--- src/rtl/rtcc_pkg.sv ---
package rtcc_pkg;
  localparam logic [7:0] OFS_COUNT  = 8'h00;
  localparam logic [7:0] OFS_ALARMA = 8'h04;
  localparam logic [7:0] OFS_STATUS = 8'h08;
  localparam logic [7:0] OFS_DIV    = 8'h0C;
  localparam logic [7:0] OFS_ALARMB = 8'h18;
  localparam logic [7:0] OFS_CLKSRC = 8'h1C;
  localparam logic [7:0] OFS_SCRATCH = 8'h40;

  // status bit positions
  localparam int ST_EV_A   = 0;
  localparam int ST_EV_TK  = 1;
  localparam int ST_EN_A   = 2;
  localparam int ST_EN_TK  = 3;
  localparam int ST_EV_B   = 4;
  localparam int ST_EN_B   = 6;

  localparam logic [31:0] CLKSRC_RUN = 32'h3;
endpackage

--- src/rtl/rtcc_divider.sv ---
module rtcc_divider #(
  parameter int DATA_W  = 32,
  parameter int RST_DIV = 1023
) (
  input  logic              clk,
  input  logic              rst_n,
  input  logic              run,
  input  logic              ce,
  input  logic              load,
  input  logic [DATA_W-1:0] load_val,
  output logic [DATA_W-1:0] div_val,
  output logic              tick
);
  logic [DATA_W-1:0] div_q;
  logic [DATA_W-1:0] cnt_q;
  logic              phase_q;
  logic              wrap;

  assign div_val = div_q;
  assign wrap    = run && ce && !load && (cnt_q == '0);
  assign tick    = wrap && phase_q;

  always_ff @(posedge clk) begin
    if (!rst_n) begin
      div_q   <= DATA_W'(RST_DIV);
      cnt_q   <= DATA_W'(RST_DIV);
      phase_q <= 1'b0;
    end else if (load) begin
      div_q   <= load_val;
      cnt_q   <= load_val;
      phase_q <= 1'b0;
    end else if (run && ce) begin
      if (wrap) begin
        cnt_q   <= div_q;
        phase_q <= !phase_q;
      end else begin
        cnt_q <= cnt_q - DATA_W'(1);
      end
    end
  end

  AST_DIV_BOUNDED: assert property (@(posedge clk) disable iff (!rst_n)
    cnt_q <= div_q);
  AST_DIV_IDLE: assert property (@(posedge clk) disable iff (!rst_n)
    (!run && !load) |=> $stable(cnt_q));
  AST_TICK_NEEDS_CE: assert property (@(posedge clk) disable iff (!rst_n)
    tick |-> (ce && run));
endmodule

--- src/rtl/rtcc_counter.sv ---
module rtcc_counter #(
  parameter int DATA_W = 32
) (
  input  logic              clk,
  input  logic              rst_n,
  input  logic              tick,
  input  logic              wr_en,
  input  logic [DATA_W-1:0] wr_val,
  output logic [DATA_W-1:0] value,
  output logic              step,
  output logic [DATA_W-1:0] next_val
);
  assign step     = tick && !wr_en;
  assign next_val = value + DATA_W'(1);

  always_ff @(posedge clk) begin
    if (!rst_n)     value <= '0;
    else if (wr_en) value <= wr_val;
    else if (tick)  value <= next_val;
  end

  AST_CNT_LOAD: assert property (@(posedge clk) disable iff (!rst_n)
    wr_en |=> (value == $past(wr_val)));
  AST_CNT_STEP: assert property (@(posedge clk) disable iff (!rst_n)
    step |=> (value == $past(value) + DATA_W'(1)));
  AST_CNT_HOLD: assert property (@(posedge clk) disable iff (!rst_n)
    (!tick && !wr_en) |=> $stable(value));
endmodule

--- src/rtl/rtcc_evflag.sv ---
module rtcc_evflag (
  input  logic clk,
  input  logic rst_n,
  input  logic set,
  input  logic clr,
  output logic flag
);
  always_ff @(posedge clk) begin
    if (!rst_n)   flag <= 1'b0;
    else if (set) flag <= 1'b1;
    else if (clr) flag <= 1'b0;
  end

  AST_FLAG_STICKY: assert property (@(posedge clk) disable iff (!rst_n)
    (flag && !clr) |=> flag);
  AST_FLAG_CAUSE: assert property (@(posedge clk) disable iff (!rst_n)
    (!flag && !set) |=> !flag);
endmodule

--- src/rtl/rtc_alarm_counter.sv ---
module rtc_alarm_counter #(
  parameter int DATA_W  = 32,
  parameter int ADDR_W  = 8,
  parameter int RST_DIV = 1023
) (
  input  logic              clk,
  input  logic              rst_n,
  input  logic              ce_32k,
  input  logic              bus_sel,
  input  logic              bus_we,
  input  logic [ADDR_W-1:0] bus_addr,
  input  logic [DATA_W-1:0] bus_wdata,
  output logic [DATA_W-1:0] bus_rdata,
  output logic              irq
);
  import rtcc_pkg::*;

  localparam int NUM_ALARM = 2;

  logic              wr;
  logic              st_wr;
  logic [DATA_W-1:0] alarm_q [NUM_ALARM];
  logic [DATA_W-1:0] clksrc_q;
  logic [DATA_W-1:0] scratch_q;
  logic [DATA_W-1:0] div_val;
  logic [DATA_W-1:0] cnt_val;
  logic [DATA_W-1:0] cnt_next;
  logic [DATA_W-1:0] status;
  logic [NUM_ALARM-1:0] al_ev;
  logic [NUM_ALARM-1:0] al_en;
  logic              tk_ev;
  logic              tk_en_q;
  logic              running;
  logic              tick;
  logic              step;
  logic              cnt_wr;

  assign wr      = bus_sel && bus_we;
  assign st_wr   = wr && (bus_addr == ADDR_W'(OFS_STATUS));
  assign cnt_wr  = wr && (bus_addr == ADDR_W'(OFS_COUNT));
  assign running = (clksrc_q == DATA_W'(CLKSRC_RUN));

  rtcc_divider #(.DATA_W(DATA_W), .RST_DIV(RST_DIV)) u_div (
    .clk(clk), .rst_n(rst_n), .run(running), .ce(ce_32k),
    .load(wr && (bus_addr == ADDR_W'(OFS_DIV))), .load_val(bus_wdata),
    .div_val(div_val), .tick(tick)
  );

  rtcc_counter #(.DATA_W(DATA_W)) u_cnt (
    .clk(clk), .rst_n(rst_n), .tick(tick), .wr_en(cnt_wr),
    .wr_val(bus_wdata), .value(cnt_val), .step(step), .next_val(cnt_next)
  );

  for (genvar g = 0; g < NUM_ALARM; g++) begin : g_alarm
    localparam logic [7:0] OFS = (g == 0) ? OFS_ALARMA : OFS_ALARMB;
    localparam int EVB = (g == 0) ? ST_EV_A : ST_EV_B;
    localparam int ENB = (g == 0) ? ST_EN_A : ST_EN_B;

    always_ff @(posedge clk) begin
      if (!rst_n) begin
        alarm_q[g] <= '0;
        al_en[g]   <= 1'b0;
      end else begin
        if (wr && (bus_addr == ADDR_W'(OFS))) alarm_q[g] <= bus_wdata;
        if (st_wr) al_en[g] <= bus_wdata[ENB];
      end
    end

    rtcc_evflag u_ev (
      .clk(clk), .rst_n(rst_n),
      .set(step && (cnt_next == alarm_q[g])),
      .clr(st_wr && bus_wdata[EVB]),
      .flag(al_ev[g])
    );
  end

  rtcc_evflag u_tick_ev (
    .clk(clk), .rst_n(rst_n), .set(step),
    .clr(st_wr && bus_wdata[ST_EV_TK]), .flag(tk_ev)
  );

  always_ff @(posedge clk) begin
    if (!rst_n) begin
      clksrc_q  <= '0;
      scratch_q <= '0;
      tk_en_q   <= 1'b0;
    end else begin
      if (wr && (bus_addr == ADDR_W'(OFS_CLKSRC)))  clksrc_q  <= bus_wdata;
      if (wr && (bus_addr == ADDR_W'(OFS_SCRATCH))) scratch_q <= bus_wdata;
      if (st_wr) tk_en_q <= bus_wdata[ST_EN_TK];
    end
  end

  always_comb begin
    status           = '0;
    status[ST_EV_A]  = al_ev[0];
    status[ST_EV_TK] = tk_ev;
    status[ST_EN_A]  = al_en[0];
    status[ST_EN_TK] = tk_en_q;
    status[ST_EV_B]  = al_ev[1];
    status[ST_EN_B]  = al_en[1];
  end

  always_comb begin
    bus_rdata = '0;
    if (bus_sel && !bus_we) begin
      case (bus_addr)
        ADDR_W'(OFS_COUNT):   bus_rdata = cnt_val;
        ADDR_W'(OFS_ALARMA):  bus_rdata = alarm_q[0];
        ADDR_W'(OFS_STATUS):  bus_rdata = status;
        ADDR_W'(OFS_DIV):     bus_rdata = div_val;
        ADDR_W'(OFS_ALARMB):  bus_rdata = alarm_q[1];
        ADDR_W'(OFS_CLKSRC):  bus_rdata = clksrc_q;
        ADDR_W'(OFS_SCRATCH): bus_rdata = scratch_q;
        default:              bus_rdata = '0;
      endcase
    end
  end

  assign irq = (al_ev[0] && al_en[0]) || (tk_ev && tk_en_q) || (al_ev[1] && al_en[1]);

  AST_STALLED_WHEN_OFF: assert property (@(posedge clk) disable iff (!rst_n)
    (!running && !cnt_wr) |=> $stable(cnt_val));
  AST_IRQ_HAS_SOURCE: assert property (@(posedge clk) disable iff (!rst_n)
    irq |-> (al_ev != '0 || tk_ev));
  AST_NO_EVENT_ON_LOAD: assert property (@(posedge clk) disable iff (!rst_n)
    (cnt_wr && !tk_ev) |=> !tk_ev);
endmodule

--- config.mk ---
export PLATFORM = sky130hd
export DESIGN_NAME = rtc_alarm_counter
export DESIGN_NICKNAME = d
export VERILOG_FILES = /design/src/rtl/rtcc_pkg.sv /design/src/rtl/rtcc_divider.sv /design/src/rtl/rtcc_counter.sv /design/src/rtl/rtcc_evflag.sv /design/src/rtl/rtc_alarm_counter.sv
export SDC_FILE = /design/constraint.sdc
export NUM_CORES = 1
export LEC_CHECK = 0
export BUFFER_PORTS_ARGS = -buffer_cell sky130_fd_sc_hd__buf_2
export CAP_MARGIN = 20
export CORE_MARGIN = 2
export CORE_UTILIZATION = 50
export DETAILED_ROUTE_END_ITERATION = 8
export GPL_TIMING_DRIVEN = 1
export PLACE_DENSITY_LB_ADDON = 0.15
export SYNTH_ARGS = -nofsm -noshare
export SYNTH_HDL_FRONTEND = slang
export SYNTH_HIERARCHICAL = 1
export SYNTH_SLANG_ARGS = --single-unit
--- constraint.sdc ---
create_clock -name clk -period 9.8 [get_ports clk]
set_input_delay 1.96 -clock clk [delete_from_list [all_inputs] [get_ports clk]]
set_output_delay 1.96 -clock clk [all_outputs]
set_load 0.005 [all_outputs]
==> summary by stage, run 1 <==
Outcome
The flow ran to the end, and the final reports show no timing, DRC or antenna violations.

Floorplan
The effective utilization at floorplan is approximately half. The total area inside the core boundary comes to 26950 um^2. The die extent in x is around 170 um. The die is about 170 um tall.

The total I/O pin count is 78. The die covers just under 30000 um^2. The floorplan row count is 60.

STA
The number of slew-limit violations in the final report is 0. The worst clock skew on the final layout is around 16 ps. Setup total negative slack on the finished layout was measured at 0 ps. The final count of negative-setup-slack endpoints is 0.

Setup repair after global routing left no endpoint under its margin. The number of hold-slack violations in the final timing report came to 0. The relative max-transition margin is between 20% and 30%. The period utilization is around 73%. The final critical delay including setup and external delays is 7200 ps. For the pin with the worst max-slew slack, the measured transition is between 1000 and 1500 ps. Based on the critical path, the design can be clocked at up to ~0.14 GHz.

Synth
The number of enable-type register cells in the synthesized netlist is 64. Sorting the synthesized cells by area gives the leading types as dfxtp_1 (24%), edfxtp_1 (14%), mux2i_1 (6.4%). The dominant cell type by area after synthesis is dfxtp_1.

Summing every instance area after synthesis gives between 10000 and 15000 um^2. During synthesis, Yosys emitted a total of 6 warnings. The cell count after synthesis is 1588. Among all flip-flop cells after synthesis, the most frequent one is dfxtp_1. The per-instance average area after synthesis is between 8 and 9 um^2.

The number of library cell types mapped by synthesis is a little over 90. Counting flops and latches in the post-synthesis netlist gives roughly 230. For this run, asynchronously set or reset flops after synthesis account for 0%.

Counting every net in the synthesized netlist gives about 1600. The sequential share of the synthesized area is between 30% and 40%. The proportion of netlist area held by the largest area contributor is about a quarter.

GRT
The number of global-route vias before repair is ~11000. The total grt overflow is 0. The wire length of the first global-routing pass is roughly 73000 um. The overall routing resource usage is 33.51%. Entering global routing, the biggest net connects 71 pins. The number of antenna violations at the first check in global routing is 1.

Critical path
The worst setup path is captured at an output pin. STA classifies the critical path startpoint as an input port. The critical path data arrival time is approximately 5200 ps. The critical path is of the in2out type.

For the worst setup path, the data required time is between 7000 and 8000 ps. The largest fanout on the critical path is 37.

Clock network
The total setup buffers inserted after CTS is 0. The clock-pin transition on the worst setup and hold timing paths is 60 ps. The total number of clock tree sinks is approximately 230.

The maximum level of the CTS H-tree is 1. For the worst-skew pair, the clock arrives at the later sink with an insertion delay of around 540 ps. The quantity of gates resized following cts is 0. In this run the deepest clock path goes through 3 buffers. The root buffer cell chosen for the clock tree is clkbuf_16. The count of hold-fix buffers inserted at cts is 0.

TritonCTS built the clock tree. The number of buffers added by the clock tree synthesis step is 26.

Layout
Leaving out fill and tap cells, the most frequent cells in the layout are nand2_1 (210), dfxtp_1 (167), nor2_1 (95). At the end of the flow the core is filled with cells to approximately 56%. Leaving out fill and tap cells, the most frequent cell in the layout is nand2_1. The finished layout holds a little under 2000 standard cells, fillers aside. The final net count is ~1600. Of the cells placed in the final design, the portion with a size suffix greater than 1 is around 11%.

The count of fill cells added during filler insertion is 2460. From synthesis to final layout, the design area changed by 8.936%. The antenna cell count is 0.

Detailed routing
In the final routed layout, each cell accounts on average for approximately 25 um. The total detailed-routing wirelength is around 49000 um. The count of routing violations after the opening detailed-route iteration is around 1900. The number of nets still failing antenna checks after routing is 0. The count of TritonRoute iterations in the first routing pass is 6.

The average via count per standard cell is ~6.5. The via total after detailed routing is 12710. For this run, design rule violations remaining after detail routing come to 0.

Power
For this design the ratio of total power to cell area is about 140 nW/um^2. The maximum VDD drop is about 0.10 mV. The analysis attributes to cell leakage a power of around 5.3 nW.

Min path
The class of the most critical hold timing path is reg2reg.

Flow run
The number of max-capacitance violations reported is 0.

Placed design
In this run, placement finished with an instance count of around 1900. During placement, the flow inserted port buffers numbering 77. Detailed placement ended at an HPWL of approximately 35000 um. Routability-driven placement finished with a final weighted congestion of ~0.98.
-- synthesized netlist by cell type (5+ instances only) --
cell type / count
a22oi_1: 28
nor2_1: 95
edfxtp_1: 64
clkbuf_1: 56
mux2_2: 8
nand2_1: 210
nor3_1: 43
buf_4: 5
o211ai_1: 13
dfxtp_1: 167
nor4_2: 6
o21a_1: 8
buf_6: 11
nand4_1: 30
inv_1: 20
nor3b_1: 6
mux2i_1: 88
a31oi_1: 30
and2_1: 75
xnor2_1: 37
a32oi_1: 6
a221oi_1: 6
o22a_1: 7
buf_1: 8
a21oi_1: 84
nor2b_1: 25
or4_1: 12
a22o_1: 15
o22ai_1: 11
o221ai_1: 5
or3_1: 9
nand3_1: 56
xor2_1: 76
o21ai_0: 70
buf_2: 34
nor4_1: 40
and3_1: 15
nand2b_1: 6
-- metal layers --
layer	GRT usage [%]	part of all wire [%]
met1	47.76	42
met2	52.26	45
met3	5.527	9.8
met4	9.996	3.2
met5	0	0
-- worst max-delay path, cell delays in order --
cell,delay [ps]
buf_2,470
buf_4,450
nor4bb_2,980
and2_1,750
nand2_1,130
a31oi_1,280
buf_2,190
-- power by group --
| group | switching [mW] | internal, mW |
|---|---|---|
| combinational | 0.0951 | 0.0369 |
| clock | 0.400 | 0.571 |
| sequential | 0.0186 | 0.996 |
-- state kept, by name, summed over array words and instances, names as in the netlist --
signal             flops
scratch_q             32
u_div/cnt_q           32
tk_en_q                1
clksrc_q              32
u_tick_ev/flag         1
al_en                  2
u_div/phase_q          1
g_alarm.u_ev/flag      2
alarm_q               64
u_div/div_val         32
u_cnt/value           32
-- stage by stage --
stage | area, um^2 | worst slack, ps | power [mW] | hold WS [ps]
CTS | 14950 | 2660 | 2.120 | 456.0
floorplan | 13740 | 4491 | 1.098 | 436.0
detailed placement | 14120 | 2705 | 1.163 | 447.9
finish | 14960 | 2600 | 2.118 | 455.7
global placement | 14120 | 2762 | 1.162 | 442.4
global route | 14960 | 2360 | 2.165 | 469.5
-- worst paths after layout --
path                                   start         endpoint  slack, ps  cells past startpoint
worst max-delay path             bus_addr[3]    bus_rdata[13]       2600                      7
worst min-delay path            scratch_q[1]     scratch_q[1]        460                      2
worst max register to register  clksrc_q[24]  u_cnt/value[22]       4510                     11
worst min register to register  scratch_q[1]     scratch_q[1]        460                      2
-- area by class of cell --
cell class              instances  area, um^2  share of cell area, %
clock buffers                  39       740.7                  4.950
repair buffers                 97       536.8                  3.587
inverters                      22       82.58                 0.5518
multi-input cells            1219        7828                  52.31
clock inverters                 7       85.08                 0.5686
flip-flops and latches        231        5265                  35.18
well taps                     341       426.7                  2.851
-- logic make-up (layout without fill, tap and decap cells) --
group / Yosys count / after routing / share of synthesized area, %
simple gates: 671 / 671 / 26.30
buf+inv: 138 / 165 / 4.836
flops: 231 / 231 / 38.33
mux: 96 / 96 / 7.068
fa+ha+maj: 2 / 2 / 0.1821
xor+xnor: 113 / 113 / 7.205
compound gates: 337 / 337 / 16.08
Note: power is estimated with default switching activity, not from simulation.
==> run 2: changes to the inputs <==
==> constraint.sdc (replaced) <==
create_clock -name clk -period 7.4 [get_ports clk]
set_input_delay 1.48 -clock clk [delete_from_list [all_inputs] [get_ports clk]]
set_output_delay 1.48 -clock clk [all_outputs]
set_load 0.005 [all_outputs]
==> run 2 against run 1 <==
Against the previous run: clock skew is 0.88 ps higher; cell count is 0.36% higher; sequential power is 31% higher; utilization is 0.47 points higher; critical endpoint unchanged; clock power is 44% higher; global-route usage is 0.87 points lower; critical path depth stayed put; via count is 0.16% lower.
==> summary by stage, run 2 (synthesis gave the netlist of run 1 again) <==
STA
Setup repair after global routing left no endpoint under its margin. The worst clock skew on the final layout is around 17 ps. Once routing completed, OpenROAD measured the worst setup slack at ~1800 ps.

The number of slew-limit violations in the final report is 0. The number of hold-slack violations in the final timing report is 0. The relative max-transition margin is approximately a third.

The final count of negative-setup-slack endpoints is 0. The period utilization is between 70% and 80%. For the final routed database, the setup TNS stands at 0 ps. For the pin with the worst max-slew slack, the measured transition is just over 1000 ps. The final critical delay including setup and external delays is between 5000 and 6000 ps. Based on the critical path, the design can be clocked at up to approximately 0.18 GHz.

Critical path
The startpoint identified for the worst register-to-register timing path is clksrc_q[25]. Measured in cells, the most critical reg-to-reg path has a length of 12. The setup slack of the most critical reg-to-reg path is between 3000 and 4000 ps. The worst setup path is of the in2out kind. The count of buffer and inverter cells on the critical path is 3. Along the worst path, the maximum fanout reaches 35.

For the worst setup path, the data arrival time is around 4100 ps. The critical path's largest stage delay is 820 ps. The slowest stage of the critical path belongs to the cell and2_1. The most numerous cell on the critical path is buf_2. The type of element launching the critical path is an input port. The worst register-to-register path ends at u_cnt/value[22]. STA classifies the critical path endpoint as an output pin.

The kind of cell with the highest combined delay along the critical path is simple AND/OR/NAND/NOR gates. The required time of the worst setup path is just under 6000 ps. Traced cell by cell, the critical path runs through buf_2 > nor4_2 > buf_4 > and2_1 > a22oi_1 > a31oi_1 > buf_2.

Clock network
After clock tree synthesis, the repair step resized 0 gates. Hold repair after CTS inserted 0 buffers. In this run the clock root is driven by a clkbuf_16. The total setup buffers inserted after CTS is 0. The number of buffers added by the clock tree synthesis step is 27. The source-to-sink clock delay at the later pin of the worst-skew pair is ~540 ps. TritonCTS built the clock tree. CTS built an H-tree with a depth of 1. Counting along the longest clock path gives a buffer depth of 3. The total number of clock tree sinks is ~230. The clock-pin transition on the worst setup and hold timing paths is ~60 ps.

Layout
The number of antenna diodes in the final layout is 0. Relative to the synthesized area, the layout overhead comes to 9.855%. The register with the most flip-flops is alarm_q. The register with the most flip-flops in the layout has 64 of them. In the final design database the tool counted 1650 nets. The most frequent standard cell in the layout excluding fill and tap cells is nand2_1. The final cell utilization of the core is between 50% and 60%. The count of fill cells added during filler insertion is 2473. Cells with a size suffix above 1 make up about an eighth of the layout. In the layout the commonest cells are nand2_1 (210), dfxtp_1 (167), nor2_1 (95).

Detailed routing
In this run the remaining antenna-violating nets after routing total 0. Dividing the detail-routed via count by the number of cells gives between 6 and 7. The total DRC errors in the routed layout is 0. The detailed router finished its first iteration with 1944 violations. The via total after detailed routing is roughly 13000. The final layout contains routed wiring with a total length of between 40000 and 50000 um.

The pre-antenna-repair detailed-routing pass consisted of 5 iterations. Dividing the detail-routed wire length by the instance count gives 24.18 um.

Floorplan
For this design the top-level I/O count stands at 78. The die footprint is slightly below 30000 um^2. The core region is between 20000 and 30000 um^2.

The effective utilization at floorplan is approximately half. After floorplanning, the core was divided into 60 placement rows. The chip height is around 170 um. The die is 169.8 um wide.

GRT
The total grt overflow is 0. The first global-routing pass estimated 72130 um of wire. Entering global routing, the biggest net connects 71 pins. The number of antenna violations at the first check in global routing is 0. The number of global-route vias before repair is 11720. Global routing used about a third of the available tracks.

Min path
The hold path depth is 2. The startpoint identified for the worst hold timing path is scratch_q[28]. The class of the most critical hold timing path is reg2reg. For hold timing, the worst endpoint is scratch_q[28].

Outcome
The run finished with clean final reports.

Placed design
The congestion estimate from routability-driven global placement came to approximately 1.0. The sum of net half-perimeters after detailed placement is approximately 34000 um. The pre-CTS setup slack is ~1800 ps. The number of buffers inserted by port buffering is 77.

Power
The maximum VDD drop is approximately 0.29 mV. For this design the ratio of total power to cell area is about 190 nW/um^2. The analysis attributes to cell leakage a power of 5.335 nW.

Flow run
Across the run, the number of max-cap violations was 0.
## run 2: worst register-to-register path, cell delays in order (launching register included)
cell and delay (ps):
dfxtp_1 340, nor4_1 390, nand4_1 260, nor3_1 370
and3b_1 200, buf_4 200, nand4_1 160, nor4_4 200
and2_1 550, nand4_1 410, or4_1 640, or3_1 350
a211oi_1 180
## run 2: power by group
part | total (mW) | switching [mW] | internal (mW) | leakage [nW]
clock | 1.40 | 0.540 | 0.857 | 0.444
combinational | 0.173 | 0.124 | 0.0491 | 2.94
sequential | 1.34 | 0.0227 | 1.32 | 1.95
## run 2: how the worst max path moves through the flow
stage	from	to	slack [ps]	cells after the start
3_5_place_dp	bus_addr[2]	u_cnt/value[22]	1810	13
3_3_place_gp	bus_addr[2]	bus_rdata[13]	1910	7
2_1_floorplan	bus_addr[3]	u_cnt/value[21]	2710	14
4_1_cts	bus_addr[2]	bus_rdata[13]	1890	7
5_1_grt	bus_addr[4]	bus_rdata[13]	1690	6
6_report	bus_addr[2]	bus_rdata[13]	1790	7
## run 2: layout make-up
class                           instances  area [um^2]  area share [%]
Sequential cell                       231         5265           34.89
Inverter                               22        82.58          0.5472
Timing Repair Buffer                  102        573.1           3.797
Multi-Input combinational cell       1219         7828           51.87
Tap cell                              341        426.7           2.827
Clock buffer                           40        774.5           5.132
Clock inverter                          8        141.4          0.9369
## run 2: per-stage QoR
| step | hold slack, ps | instance area (um^2) | cells | power, mW |
|---|---|---|---|---|
| after floorplan | 436.0 | 13740 | 1588 | 1.454 |
| final | 456.4 | 15090 | 1963 | 2.912 |
| after detailed placement | 446.8 | 14170 | 1915 | 1.536 |
| after CTS | 454.9 | 15090 | 1963 | 2.920 |
| after global placement | 442.9 | 14170 | 1915 | 1.536 |
| after global routing | 476.8 | 15090 | 1963 | 2.985 |
## run 2: per-layer routing
metal | up-vias | wire, um | GRT usage [%]
li1 | 5801 | - | -
met1 | 6088 | 20440 | 47.34
met2 | 687 | 20920 | 49.51
met3 | 110 | 4386 | 4.851
met4 | 0 | 1727 | 11.45
met5 | - | 0 | 0
